--- config.mk ---
export PLATFORM = sky130hd
export DESIGN_NAME = acc_mac_unit
export DESIGN_NICKNAME = d
export VERILOG_FILES = /design/src/rtl/mac_pkg.sv /design/src/rtl/mac_mult.sv /design/src/rtl/mac_round.sv /design/src/rtl/mac_slice.sv /design/src/rtl/acc_mac_unit.sv
export SDC_FILE = /design/constraint.sdc
export NUM_CORES = 1
export LEC_CHECK = 0
export ABC_CLOCK_PERIOD_IN_PS = 30900
export BUFFER_PORTS_ARGS = -buffer_cell sky130_fd_sc_hd__buf_2
export CORE_MARGIN = 2
export CORE_UTILIZATION = 45
export CTS_BUF_LIST = sky130_fd_sc_hd__clkbuf_8
export DETAILED_ROUTE_END_ITERATION = 16
export PLACE_DENSITY_LB_ADDON = 0.05
export SYNTH_ARGS = -nofsm -noshare
export SYNTH_HDL_FRONTEND = slang
export SYNTH_HIERARCHICAL = 1
export SYNTH_SLANG_ARGS = --single-unit
--- constraint.sdc ---
create_clock -name clk -period 30.9 [get_ports clk]
set_input_delay 3.09 -clock clk [delete_from_list [all_inputs] [get_ports clk]]
set_output_delay 3.09 -clock clk [all_outputs]
set_load 0.005 [all_outputs]
--- src/rtl/mac_pkg.sv ---
`timescale 1ns/1ps
package mac_pkg;
    localparam int REG_W  = 32;
    localparam int HALF_W = REG_W / 2;
    localparam int ACC_W  = 64;
    localparam int SH_W   = 2;

    typedef enum logic [3:0] {
        OP_NOP    = 4'd0,
        OP_MULHI  = 4'd1,
        OP_MULLO  = 4'd2,
        OP_MACHI  = 4'd3,
        OP_MACLO  = 4'd4,
        OP_ROUND  = 4'd5,
        OP_RDHI   = 4'd6,
        OP_RDMID  = 4'd7,
        OP_RDLO   = 4'd8,
        OP_WRHI   = 4'd9,
        OP_WRLO   = 4'd10
    } mac_op_e;

    typedef struct packed {
        logic upper;
        logic accumulate;
        logic active;
    } mul_ctl_t;

    localparam logic [ACC_W-1:0] SAT_POS  = 64'h0000_7FFF_0000_0000;
    localparam logic [ACC_W-1:0] SAT_NEG  = 64'hFFFF_8000_0000_0000;
    localparam logic [ACC_W-1:0] RND_BIAS = 64'h0000_0000_8000_0000;

    function automatic logic op_is_read(input logic [3:0] op);
        return (op == OP_RDHI) || (op == OP_RDMID) || (op == OP_RDLO);
    endfunction

    function automatic mul_ctl_t decode_mul(input logic [3:0] op);
        mul_ctl_t c;
        c.active     = (op == OP_MULHI) || (op == OP_MULLO) ||
                       (op == OP_MACHI) || (op == OP_MACLO);
        c.upper      = (op == OP_MULHI) || (op == OP_MACHI);
        c.accumulate = (op == OP_MACHI) || (op == OP_MACLO);
        return c;
    endfunction
endpackage

--- src/rtl/mac_mult.sv ---
`timescale 1ns/1ps
module mac_mult #(
    parameter int REG_W = 32,
    parameter int ACC_W = 64
) (
    input  logic [REG_W-1:0] a_i,
    input  logic [REG_W-1:0] b_i,
    input  logic             upper_i,
    output logic [ACC_W-1:0] term_o
);
    localparam int HW  = REG_W / 2;
    localparam int EXT = ACC_W - REG_W - HW;

    logic signed [HW-1:0]    ha;
    logic signed [HW-1:0]    hb;
    logic signed [REG_W-1:0] prod;

    always_comb begin
        ha     = upper_i ? a_i[REG_W-1:HW] : a_i[HW-1:0];
        hb     = upper_i ? b_i[REG_W-1:HW] : b_i[HW-1:0];
        prod   = ha * hb;
        term_o = {{EXT{prod[REG_W-1]}}, prod, {HW{1'b0}}};
    end
endmodule

--- src/rtl/mac_round.sv ---
`timescale 1ns/1ps
module mac_round
    import mac_pkg::*;
#(
    parameter int SHW = 2
) (
    input  logic [ACC_W-1:0] acc_i,
    input  logic [SHW-1:0]   shamt_i,
    output logic [ACC_W-1:0] rnd_o
);
    logic [ACC_W-1:0] shifted;
    logic [ACC_W-1:0] biased;

    always_comb begin
        shifted = (shamt_i == SHW'(2)) ? (acc_i << 2) : (acc_i << 1);
        biased  = shifted + RND_BIAS;
        if ($signed(biased) > $signed(SAT_POS))
            rnd_o = SAT_POS;
        else if ($signed(biased) < $signed(SAT_NEG))
            rnd_o = SAT_NEG;
        else
            rnd_o = {biased[ACC_W-1:REG_W], {REG_W{1'b0}}};
    end
endmodule

--- src/rtl/mac_slice.sv ---
`timescale 1ns/1ps
module mac_slice
    import mac_pkg::*;
(
    input  logic [ACC_W-1:0] acc_i,
    input  logic [3:0]       op_i,
    output logic [REG_W-1:0] slice_o
);
    always_comb begin
        case (op_i)
            OP_RDHI:  slice_o = acc_i[ACC_W-1:REG_W];
            OP_RDMID: slice_o = acc_i[REG_W+HALF_W-1:HALF_W];
            default:  slice_o = acc_i[REG_W-1:0];
        endcase
    end
endmodule

--- src/rtl/acc_mac_unit.sv ---
`timescale 1ns/1ps
module acc_mac_unit
    import mac_pkg::*;
(
    input  logic             clk,
    input  logic             rst,
    input  logic [3:0]       op_i,
    input  logic [31:0]      src_a_i,
    input  logic [31:0]      src_b_i,
    input  logic [1:0]       shamt_i,
    output logic [31:0]      rd_data_o
);
    logic [ACC_W-1:0] acc_q;
    logic [ACC_W-1:0] term;
    logic [ACC_W-1:0] rounded;
    logic [REG_W-1:0] slice;
    mul_ctl_t         mctl;

    assign mctl = decode_mul(op_i);

    mac_mult #(.REG_W(REG_W), .ACC_W(ACC_W)) u_mult (
        .a_i(src_a_i), .b_i(src_b_i), .upper_i(mctl.upper), .term_o(term)
    );

    mac_round #(.SHW(SH_W)) u_round (
        .acc_i(acc_q), .shamt_i(shamt_i), .rnd_o(rounded)
    );

    mac_slice u_slice (
        .acc_i(acc_q), .op_i(op_i), .slice_o(slice)
    );

    always_ff @(posedge clk) begin
        if (rst) begin
            acc_q     <= '0;
            rd_data_o <= '0;
        end else begin
            if (mctl.active)
                acc_q <= mctl.accumulate ? (acc_q + term) : term;
            else if (op_i == OP_ROUND)
                acc_q <= rounded;
            else if (op_i == OP_WRHI)
                acc_q[ACC_W-1:REG_W] <= src_a_i;
            else if (op_i == OP_WRLO)
                acc_q[REG_W-1:0] <= src_a_i;
            if (op_is_read(op_i))
                rd_data_o <= slice;
        end
    end
endmodule

==> flow_summary.rst, run 1 <==
.. list-table::
   :header-rows: 1

   * - Metric
     - Value
   * - Fraction of the mapped netlist area in compound gates
     - 16.91%
   * - Path category of the worst min-delay check
     - reg2reg
   * - Transition time of the tightest slew-check pin
     - about 1.1 ns
   * - CTS Hold Buffers Added
     - 0
   * - Number of synthesized flops with an enable pin
     - 0
   * - Number of buffers added by the clock tree synthesis step
     - 9
   * - Total die area
     - roughly 52,000 um2
   * - Layout Skew
     - 0.03039 ns
   * - Pin count of the biggest net entering global routing
     - 65
   * - Total global-route track usage
     - 30.73%
   * - Deepest level of the CTS H-tree
     - 3
   * - Relative area change from synthesis to final layout
     - 3.941%
   * - Vert. Die Dim
     - 229.1 um
   * - Synthesis-stage register bit count
     - 96
   * - I/O Pins
     - 104
   * - Capture point of the critical path
     - acc_q[54]$_SDFFE_PP0P_
   * - Number of rows in the core area
     - 82
   * - Insertion delay to the later sink of the worst-skew pair
     - 0.44 ns
   * - Max-capacitance violation count
     - 0
   * - Fraction of registers with async set/reset
     - 0%
   * - Sum of overflow across all layers after global routing
     - 0
   * - Number of vias per cell after detailed routing
     - 5.829
   * - Worst EP arrival
     - roughly 14 ns
   * - Area share of the leading cell type in the synthesized netlist
     - 23.09%
   * - Clock-pin slew on the worst setup and hold paths
     - 0.10 ns
   * - Initial DRC Count
     - 1,837
   * - Master cell of the clock root buffer
     - sky130_fd_sc_hd__clkbuf_8
   * - Number of cells produced by synthesis
     - 2,931
   * - Most common flop cell mapped by yosys
     - sky130_fd_sc_hd__dfxtp_1
   * - Final wirelength
     - roughly 80,000 um
   * - Total of cells resized after clock tree synthesis
     - 0
   * - Leading cell types by total area after synthesis
     - sky130_fd_sc_hd__fa_1 23%, sky130_fd_sc_hd__dfxtp_1 8.4%, sky130_fd_sc_hd__ha_1 8.1%, sky130_fd_sc_hd__nand2_1 7.0%, sky130_fd_sc_hd__inv_1 5.8%
   * - Post-CTS Setup Inserts
     - 0
   * - Clock tree from TritonCTS
     - yes
   * - Post-synthesis xor/xnor area fraction
     - 5.570%
   * - Fin Hold WS
     - 0.4515 ns
   * - Sum of negative setup slack
     - 0 ns
   * - Endpoint of the most critical register-to-register path
     - acc_q[50]$_SDFFE_PP0P_
   * - Final-report max-slew violation count
     - 0
   * - Effective utilization at floorplan
     - 45.53%
   * - Number of setup violations in the final report
     - 0
   * - Post-synth top area cell
     - sky130_fd_sc_hd__fa_1
   * - Detailed placer's ending HPWL
     - ~67,000 um
   * - Avg Synthesized Cell Area
     - ~8 um2
   * - Worst Setup Path Type
     - in2reg
   * - Remaining antenna violation count after routing
     - 0
   * - Total number of clock tree sinks
     - 96
   * - Worst setup path startpoint
     - op_i[0]
   * - Cell repeated most along the worst path
     - sky130_fd_sc_hd__fa_1
   * - Wire length of the first global-routing pass
     - 124,500 um
   * - Synth unique cells
     - between 90 and 100
   * - Pre-Repair DR Iteration Count
     - 6
   * - Fraction of the yosys area taken by sequential cells
     - 8.430%
   * - Fraction of layout instances using a drive strength above 1
     - 10.07%
   * - Placeable core area
     - 50,070 um2
   * - Final number of hold-violating endpoints
     - 0
   * - Gp weighted congestion
     - 1.077
   * - FF-to-FF path depth
     - 19
   * - Number of design rule violations left after detail routing
     - 0
   * - Reg-to-reg startpoint
     - acc_q[31]$_SDFFE_PP0P_
   * - Final min period
     - 13.63 ns
   * - RSZ-0062 raised after global routing
     - no
   * - Relative slew slack
     - around 25%
   * - Number of vias in the routed layout
     - 20,942
   * - Element type at the critical path start
     - primary input
   * - Via count of the first global-routing pass
     - 20,845
   * - Delay contributed by the slowest stage of the critical path
     - 0.85 ns
   * - WL per Instance
     - around 23 um
   * - Die outline width
     - 229.1 um
   * - Synth Area in Adders
     - 31.48%
   * - Synthesized cell area
     - 22,800 um2
   * - CP Capture Type
     - register
   * - Highest fanout seen on the critical path
     - 56
   * - Ratio of final minimum period to clock period
     - 44.11%
   * - Proportion of synthesized area in mux cells
     - 7.804%
   * - Worst setup slack for register-to-register paths
     - 24.48 ns
   * - Synthesized-area fraction occupied by and/or/nand/nor cells
     - about a fifth
   * - Synthesis Warnings
     - 6
   * - Max clock buf depth
     - 2
   * - Nets
     - ~3,400
   * - Result of the run
     - complete, no violations
   * - Count of buffers from port buffering
     - slightly above 100
   * - Dominant combinational cell family by area after synthesis
     - adder cells
   * - Cell with the biggest individual delay on the critical path
     - sky130_fd_sc_hd__fa_1
   * - Number of antenna violations at the first check in global routing
     - 2
   * - Max Clk Rate
     - 0.07337 GHz
   * - Required time at the worst-slack endpoint
     - 31.22 ns
## critical path: cells and delay by family
kind	cells	cell delay, ns
AOI/OAI and AO/OA	11	2.33
xor gates and xnor gates	2	0.27
adders and majority gates	8	4.25
buffers and inverters	7	1.83
muxes	1	0.48
and+or+nand+nor	6	1.64
## worst min path at each step
| stage | endpoint | slack (ns) | depth (start not counted) | from |
|---|---|---|---|---|
| final | rd_data_o[26]$_SDFFE_PP0P_ | 0.45 | 2 | rd_data_o[26]$_SDFFE_PP0P_ |
| after floorplan | rd_data_o[0]$_SDFFE_PP0P_ | 0.45 | 2 | rd_data_o[0]$_SDFFE_PP0P_ |
| after CTS | rd_data_o[26]$_SDFFE_PP0P_ | 0.46 | 2 | rd_data_o[26]$_SDFFE_PP0P_ |
| after global placement | rd_data_o[13]$_SDFFE_PP0P_ | 0.44 | 2 | rd_data_o[13]$_SDFFE_PP0P_ |
| after detailed placement | rd_data_o[26]$_SDFFE_PP0P_ | 0.44 | 2 | rd_data_o[26]$_SDFFE_PP0P_ |
| after global routing | rd_data_o[25]$_SDFFE_PP0P_ | 0.48 | 2 | rd_data_o[25]$_SDFFE_PP0P_ |
## metrics by stage
| step | instances | worst slack [ns] | utilization (%) | cell area, um2 |
|---|---|---|---|---|
| 6_report | 3593 | 17.27 | 47.33 | 23700 |
| 4_1_cts | 3592 | 17.30 | 47.32 | 23690 |
| 5_1_grt | 3593 | 16.75 | 47.33 | 23700 |
| 3_3_place_gp | 3576 | 17.08 | 46.91 | 23490 |
| 3_5_place_dp | 3576 | 16.90 | 46.91 | 23490 |
| 2_1_floorplan | 2977 | 18.11 | - | 22970 |
## cells in the mapped netlist, types with 7 or more instances
master,count
sky130_fd_sc_hd__a211oi_1,27
sky130_fd_sc_hd__a21o_1,35
sky130_fd_sc_hd__a21oi_1,223
sky130_fd_sc_hd__a221oi_1,9
sky130_fd_sc_hd__a311o_1,12
sky130_fd_sc_hd__a311oi_1,19
sky130_fd_sc_hd__a31oi_1,30
sky130_fd_sc_hd__and2_1,21
sky130_fd_sc_hd__and3_1,11
sky130_fd_sc_hd__buf_1,13
sky130_fd_sc_hd__buf_2,21
sky130_fd_sc_hd__buf_4,72
sky130_fd_sc_hd__buf_6,7
sky130_fd_sc_hd__clkbuf_1,98
sky130_fd_sc_hd__dfxtp_1,96
sky130_fd_sc_hd__fa_1,263
sky130_fd_sc_hd__ha_1,148
sky130_fd_sc_hd__inv_1,354
sky130_fd_sc_hd__mux2_2,30
sky130_fd_sc_hd__mux2_4,60
sky130_fd_sc_hd__mux2i_1,54
sky130_fd_sc_hd__nand2_1,428
sky130_fd_sc_hd__nand2b_1,22
sky130_fd_sc_hd__nand3_1,64
sky130_fd_sc_hd__nand4_1,43
sky130_fd_sc_hd__nor2_1,269
sky130_fd_sc_hd__nor2b_1,11
sky130_fd_sc_hd__nor3_1,21
sky130_fd_sc_hd__nor4_1,16
sky130_fd_sc_hd__o211ai_1,16
sky130_fd_sc_hd__o21a_1,24
sky130_fd_sc_hd__o21ai_0,94
sky130_fd_sc_hd__o21bai_1,10
sky130_fd_sc_hd__o221ai_1,8
sky130_fd_sc_hd__o22ai_1,8
sky130_fd_sc_hd__o31ai_1,8
sky130_fd_sc_hd__or2_2,14
sky130_fd_sc_hd__xnor2_1,92
sky130_fd_sc_hd__xor2_1,53
## per-layer routing
| layer | GRT usage, % | up-vias | wire, um |
|---|---|---|---|
| li1 | - | 9641 | - |
| met1 | 41.01 | 10178 | 35150 |
| met3 | 2.789 | 172 | 5201 |
| met5 | 0 | - | 0 |
| met4 | 13.88 | 0 | 4008 |
| met2 | 50.60 | 951 | 37160 |
## layout make-up
type                    instances  area, um2
well taps                     672      840.8
clock buffers                   9      123.9
inverters                     358       1344
flip-flops and latches         96       1922
clock inverters                 7      81.33
repair buffers                139      785.8
multi-input cells            2311      18600
diodes                          1      2.502
fillers                      5160      26370
## kinds of logic (layout without fill, tap and decap cells)
family                   after synthesis  count (layout)
AND/OR/NAND/NOR                      963             963
AO/OA/AOI/OAI                        594             594
buffers and inverters                570             513
adder cells (fa/ha/maj)              417             417
XOR/XNOR                             145             145
multiplexers                         144             144
flip-flops                            96              96
other                                  2              49
## cells in the final DEF, fill, tap and decap left out, types with 35 or more instances in the layout
cell / count
sky130_fd_sc_hd__nand3_1: 64
sky130_fd_sc_hd__nand2_1: 428
sky130_fd_sc_hd__ha_1: 148
sky130_fd_sc_hd__o21ai_0: 94
sky130_fd_sc_hd__nand4_1: 43
sky130_fd_sc_hd__dfxtp_1: 96
sky130_fd_sc_hd__xnor2_1: 91
sky130_fd_sc_hd__a21oi_1: 223
sky130_fd_sc_hd__conb_1: 48
sky130_fd_sc_hd__mux2i_1: 54
sky130_fd_sc_hd__a21o_1: 35
sky130_fd_sc_hd__fa_1: 263
sky130_fd_sc_hd__buf_2: 103
sky130_fd_sc_hd__xor2_1: 53
sky130_fd_sc_hd__inv_1: 354
sky130_fd_sc_hd__mux2_4: 60
sky130_fd_sc_hd__nor2_1: 265
sky130_fd_sc_hd__buf_4: 36
## registers in the layout, summed over array words and instances, names as in the netlist
signal,cells
acc_q,64
rd_data_o,32
Power of run 1 is not shown: default switching activity piles up to over one toggle a cycle in this logic, so the estimate is an artifact.
==> run 2, diff against run 1 <==
ABC_CLOCK_PERIOD_IN_PS = 13600   (was 30900)
clock period = 13.6 ns   (was 30.9 ns; I/O delays follow)
==> flow_summary.rst, run 2 (same netlist as run 1, synthesis figures left out) <==
.. list-table::
   :header-rows: 1

   * - Metric
     - Value
   * - Result of the run
     - complete, no violations
   * - Worst Setup Path Type
     - in2reg
   * - Max reg flops
     - 64
   * - Register ranked first by flip-flop count
     - acc_q
   * - Final number of hold-violating endpoints
     - 0
   * - Number of cells in the design after placement
     - 3,578
   * - Insertion delay to the later sink of the worst-skew pair
     - 0.45 ns
   * - Most common cell after layout, fill and taps aside
     - sky130_fd_sc_hd__nand2_1
   * - RSZ-0062 raised after global routing
     - no
   * - Pre-Repair DR Iteration Count
     - 6
   * - Required time at the worst-slack endpoint
     - 13.94 ns
   * - Final-report max-slew violation count
     - 0
   * - Fraction of layout instances using a drive strength above 1
     - 10.13%
   * - Final wirelength
     - between 80,000 and 90,000 um
   * - Delay contributed by the slowest stage of the critical path
     - 1.09 ns
   * - Number of rows in the core area
     - 82
   * - Post-CTS Setup Inserts
     - 0
   * - Path category of the worst min-delay check
     - reg2reg
   * - Number of buffers added by the clock tree synthesis step
     - 9
   * - Total die area
     - around 52,000 um2
   * - Sum of overflow across all layers after global routing
     - 0
   * - Sum of negative setup slack
     - 0 ns
   * - CP Capture Type
     - register
   * - Number of design rule violations left after detail routing
     - 0
   * - Final instance count without filler cells
     - 3,595
   * - Wire length of the first global-routing pass
     - 126,400 um
   * - Relative area change from synthesis to final layout
     - 4.006%
   * - Count of buffers from port buffering
     - 103
   * - Finished Core Util
     - 47.36%
   * - Placeable core area
     - roughly 50,000 um2
   * - Effective utilization at floorplan
     - 45.53%
   * - Clock tree from TritonCTS
     - yes
   * - WL per Instance
     - 23.14 um
   * - Number of vias in the routed layout
     - 20,971
   * - Top Registers
     - acc_q x64, rd_data_o x32
   * - Die outline width
     - between 200 and 250 um
   * - FILL cells
     - 5,224
   * - Worst slack at placement
     - slightly above 1 ns
   * - Cell with the biggest individual delay on the critical path
     - sky130_fd_sc_hd__mux2i_1
   * - Number of vias per cell after detailed routing
     - 5.833
   * - Remaining antenna violation count after routing
     - 0
   * - Total of cells resized after clock tree synthesis
     - 0
   * - Element type at the critical path start
     - primary input
   * - Gp weighted congestion
     - 0.9925
   * - Commonest non-fill, non-tap cells in the layout
     - 428 x sky130_fd_sc_hd__nand2_1, 354 x sky130_fd_sc_hd__inv_1, 265 x sky130_fd_sc_hd__nor2_1
   * - Final min period
     - 12.37 ns
   * - Detailed placer's ending HPWL
     - 67,850 um
   * - Worst EP arrival
     - around 13 ns
   * - Max Clk Rate
     - 0.08081 GHz
   * - Number of setup violations in the final report
     - 0
   * - Via count of the first global-routing pass
     - roughly 21,000
   * - Max clock buf depth
     - 2
   * - Pin count of the biggest net entering global routing
     - 70
   * - Total global-route track usage
     - a little under a third
   * - Vert. Die Dim
     - 229.1 um
   * - Initial DRC Count
     - about 1,900
   * - Max-capacitance violation count
     - 0
   * - Total area of sequential cells
     - 1922 um2
   * - Master cell of the clock root buffer
     - sky130_fd_sc_hd__clkbuf_8
   * - Cell repeated most along the worst path
     - sky130_fd_sc_hd__fa_1
   * - Deepest level of the CTS H-tree
     - 3
   * - Nets
     - 3,400
   * - Highest fanout seen on the critical path
     - 24
   * - Final worst slack
     - 1.226 ns
   * - I/O Pins
     - around 100
   * - Layout Skew
     - 0.02566 ns
   * - Total number of clock tree sinks
     - 96
   * - Transition time of the tightest slew-check pin
     - 1.290 ns
   * - Number of antenna violations at the first check in global routing
     - 1
   * - Area taken by multi-input logic gates
     - 18,600 um2
   * - CTS Hold Buffers Added
     - 0
   * - Clock-pin slew on the worst setup and hold paths
     - 0.11 ns
   * - Ratio of final minimum period to clock period
     - approximately 90%
   * - Relative slew slack
     - 11.54%
## run 2: per-stage QoR
stage	hold slack, ns	area [um2]
after floorplan	0.4482	22970
after global placement	0.4349	23500
after detailed placement	0.4408	23500
after CTS	0.4559	23710
after global routing	0.4676	23710
final	0.4529	23710
## run 2: critical path: cells and delay by family
family / cells / cell delay [ns]
AO/OA/AOI/OAI: 11 / 3.28
buffers and inverters: 6 / 0.88
AND/OR/NAND/NOR: 7 / 1.64
adder cells (fa/ha/maj): 8 / 3.86
multiplexers: 1 / 1.09
XOR/XNOR: 2 / 0.57
## run 2: cell type report
class / instances / share of cell area [%]
antenna: 1 / 0.01055
clock buffer: 9 / 0.5224
clock inverter: 7 / 0.3430
inverter: 358 / 5.667
multi-input combinational: 2311 / 78.43
sequential: 96 / 8.105
tap: 672 / 3.546
timing repair buffer: 141 / 3.377
## run 2: path summary, 6_finish.rpt
| path | start | to | slack, ns | cells past startpoint |
|---|---|---|---|---|
| hold reg to reg | rd_data_o[2]$_SDFFE_PP0P_ | rd_data_o[2]$_SDFFE_PP0P_ | 0.45 | 2 |
| setup reg to reg | acc_q[31]$_SDFFE_PP0P_ | acc_q[50]$_SDFFE_PP0P_ | 7.65 | 13 |
| setup / recovery | op_i[2] | acc_q[59]$_SDFFE_PP0P_ | 1.23 | 35 |
| hold / removal | rd_data_o[2]$_SDFFE_PP0P_ | rd_data_o[2]$_SDFFE_PP0P_ | 0.45 | 2 |
## run 2: layer usage
layer,wire (um),vias to the layer above,track usage (%)
li1,-,9661,-
met1,35460,10258,41.06
met2,38720,881,52.59
met3,5368,171,3.038
met4,3630,0,13.88
met5,0,-,0
Power of run 2 is left out for the same reason.
==> run 3, diff against run 2 <==
RECOVER_POWER = 50   (was not set)
==> flow_summary.rst, run 3 (same netlist as run 1, synthesis figures left out) <==
.. list-table::
   :header-rows: 1

   * - Metric
     - Value
   * - Result of the run
     - finished, violations left
   * - Failing checks
     - max-capacitance violations, max-slew violations
   * - Path category of the worst min-delay check
     - reg2reg
   * - Number of setup violations in the final report
     - 0
   * - Remaining antenna violation count after routing
     - 0
   * - Relative area change from synthesis to final layout
     - 3.924%
   * - FF-to-FF path depth
     - 13
   * - Sum of negative setup slack
     - 0 ns
   * - Highest fanout seen on the critical path
     - 24
   * - Effective utilization at floorplan
     - 45.53%
   * - Max-capacitance violation count
     - 2
   * - Worst EP arrival
     - 12.69 ns
   * - RSZ-0062 raised after global routing
     - no
   * - Ratio of final minimum period to clock period
     - between 90% and 100%
   * - Pin count of the biggest net entering global routing
     - 70
   * - Detailed placer's ending HPWL
     - ~68,000 um
   * - Area taken by multi-input logic gates
     - 18,600 um2
   * - Worst setup path startpoint
     - op_i[2]
   * - Element type at the critical path start
     - primary input
   * - CTS Hold Buffers Added
     - 0
   * - Total of cells resized after clock tree synthesis
     - 0
   * - Final-report max-slew violation count
     - 72
   * - CP Capture Type
     - register
   * - Insertion delay to the later sink of the worst-skew pair
     - 0.45 ns
   * - Gp weighted congestion
     - 0.9925
   * - Fraction of layout instances using a drive strength above 1
     - under 10%
   * - Total number of clock tree sinks
     - 96
   * - WHS Path Cells
     - 2
   * - Clock tree from TritonCTS
     - yes
   * - Total global-route track usage
     - between 30% and 40%
   * - Layout Skew
     - 0.02564 ns
   * - Final min period
     - 12.35 ns
   * - Pre-Repair DR Iteration Count
     - 7
   * - Most common cell after layout, fill and taps aside
     - sky130_fd_sc_hd__nand2_1
   * - Deepest level of the CTS H-tree
     - 3
   * - WL per Instance
     - approximately 23 um
   * - Number of design rule violations left after detail routing
     - 0
   * - Number of vias in the routed layout
     - roughly 21,000
   * - Cell repeated most along the worst path
     - sky130_fd_sc_hd__fa_1
   * - Top Registers
     - acc_q x64, rd_data_o x32
   * - Master cell of the clock root buffer
     - sky130_fd_sc_hd__clkbuf_8
   * - Via count of the first global-routing pass
     - 21,198
   * - Max reg flops
     - 64
   * - Placeable core area
     - 50,070 um2
   * - Max clock buf depth
     - 2
   * - Initial DRC Count
     - between 1,500 and 2,000
   * - Finished Core Util
     - 47.32%
   * - Number of rows in the core area
     - 82
   * - Number of cells in the design after placement
     - 3,578
   * - Sum of overflow across all layers after global routing
     - 0
   * - Cell with the biggest individual delay on the critical path
     - sky130_fd_sc_hd__mux2i_1
   * - Max Clk Rate
     - 0.08095 GHz
   * - Wire length of the first global-routing pass
     - 126,400 um
   * - Transition time of the tightest slew-check pin
     - 2.720 ns
   * - Required time at the worst-slack endpoint
     - 13.94 ns
   * - Number of antenna violations at the first check in global routing
     - 1
   * - I/O Pins
     - ~100
   * - Count of buffers from port buffering
     - around 100
   * - Reg-to-reg startpoint
     - acc_q[31]$_SDFFE_PP0P_
   * - Delay contributed by the slowest stage of the critical path
     - 1.08 ns
   * - Post-CTS Setup Inserts
     - 0
   * - Number of buffers added by the clock tree synthesis step
     - 9
   * - Final wirelength
     - 83,020 um
   * - Fin Hold WS
     - 0.4533 ns
   * - Final number of hold-violating endpoints
     - 0
   * - Hold Crit Start
     - rd_data_o[2]$_SDFFE_PP0P_
   * - Total area of sequential cells
     - 1922 um2
   * - Number of vias per cell after detailed routing
     - 5.828
   * - Commonest non-fill, non-tap cells in the layout
     - 428 x sky130_fd_sc_hd__nand2_1, 354 x sky130_fd_sc_hd__inv_1, 265 x sky130_fd_sc_hd__nor2_1
   * - Worst Setup Path Type
     - in2reg
   * - Total die area
     - 52,480 um2
   * - Vert. Die Dim
     - 229.1 um
   * - Final instance count without filler cells
     - 3,595
   * - Relative slew slack
     - -81.33%
   * - Die outline width
     - about 230 um
   * - Clock-pin slew on the worst setup and hold paths
     - 0.12 ns
   * - FILL cells
     - 5,238
   * - Register ranked first by flip-flop count
     - acc_q
   * - Nets
     - 3,400
[run 3: changes by cell type in the layout (fill, tap and decap cells not counted), sizes merged]
cell and change:
clkbuf +13, buf -13
[run 3: worst max-delay path: cells and delay by family]
| kind | cells | cell delay, ns |
|---|---|---|
| fa+ha+maj | 8 | 3.86 |
| compound gates | 11 | 3.29 |
| simple gates | 7 | 1.63 |
| mux | 1 | 1.08 |
| buf+inv | 6 | 0.87 |
| xor+xnor | 2 | 0.56 |
[run 3: final cells by class]
class	count	area share, %
inverters	358	5.672
well taps	672	3.549
repair buffers	141	3.301
clock inverters	7	0.3433
multi-input cells	2311	78.49
clock buffers	9	0.5228
flip-flops and latches	96	8.112
diodes	1	0.01056
[run 3: routing by layer]
layer | wire [um] | GRT usage, % | vias to the layer above
met1 | 35570 | 41.06 | 10252
li1 | - | - | 9654
met3 | 5009 | 3.038 | 179
met4 | 3748 | 13.88 | 0
met5 | 0 | 0 | -
met2 | 38690 | 52.59 | 867
[run 3: path summary, 6_finish.rpt]
kind	slack, ns	to
max	1.25	acc_q[59]$_SDFFE_PP0P_
min	0.45	rd_data_o[2]$_SDFFE_PP0P_
max reg2reg	7.72	acc_q[50]$_SDFFE_PP0P_
min reg2reg	0.45	rd_data_o[2]$_SDFFE_PP0P_
[run 3: metrics by stage]
| stage | worst slack [ns] | area (um2) |
|---|---|---|
| after floorplan | 2.536 | 22970 |
| after CTS | 1.446 | 23710 |
| after detailed placement | 1.016 | 23500 |
| after global routing | 0.8700 | 23690 |
| final | 1.246 | 23690 |
| after global placement | 1.192 | 23500 |
Power of run 3 is left out for the same reason.
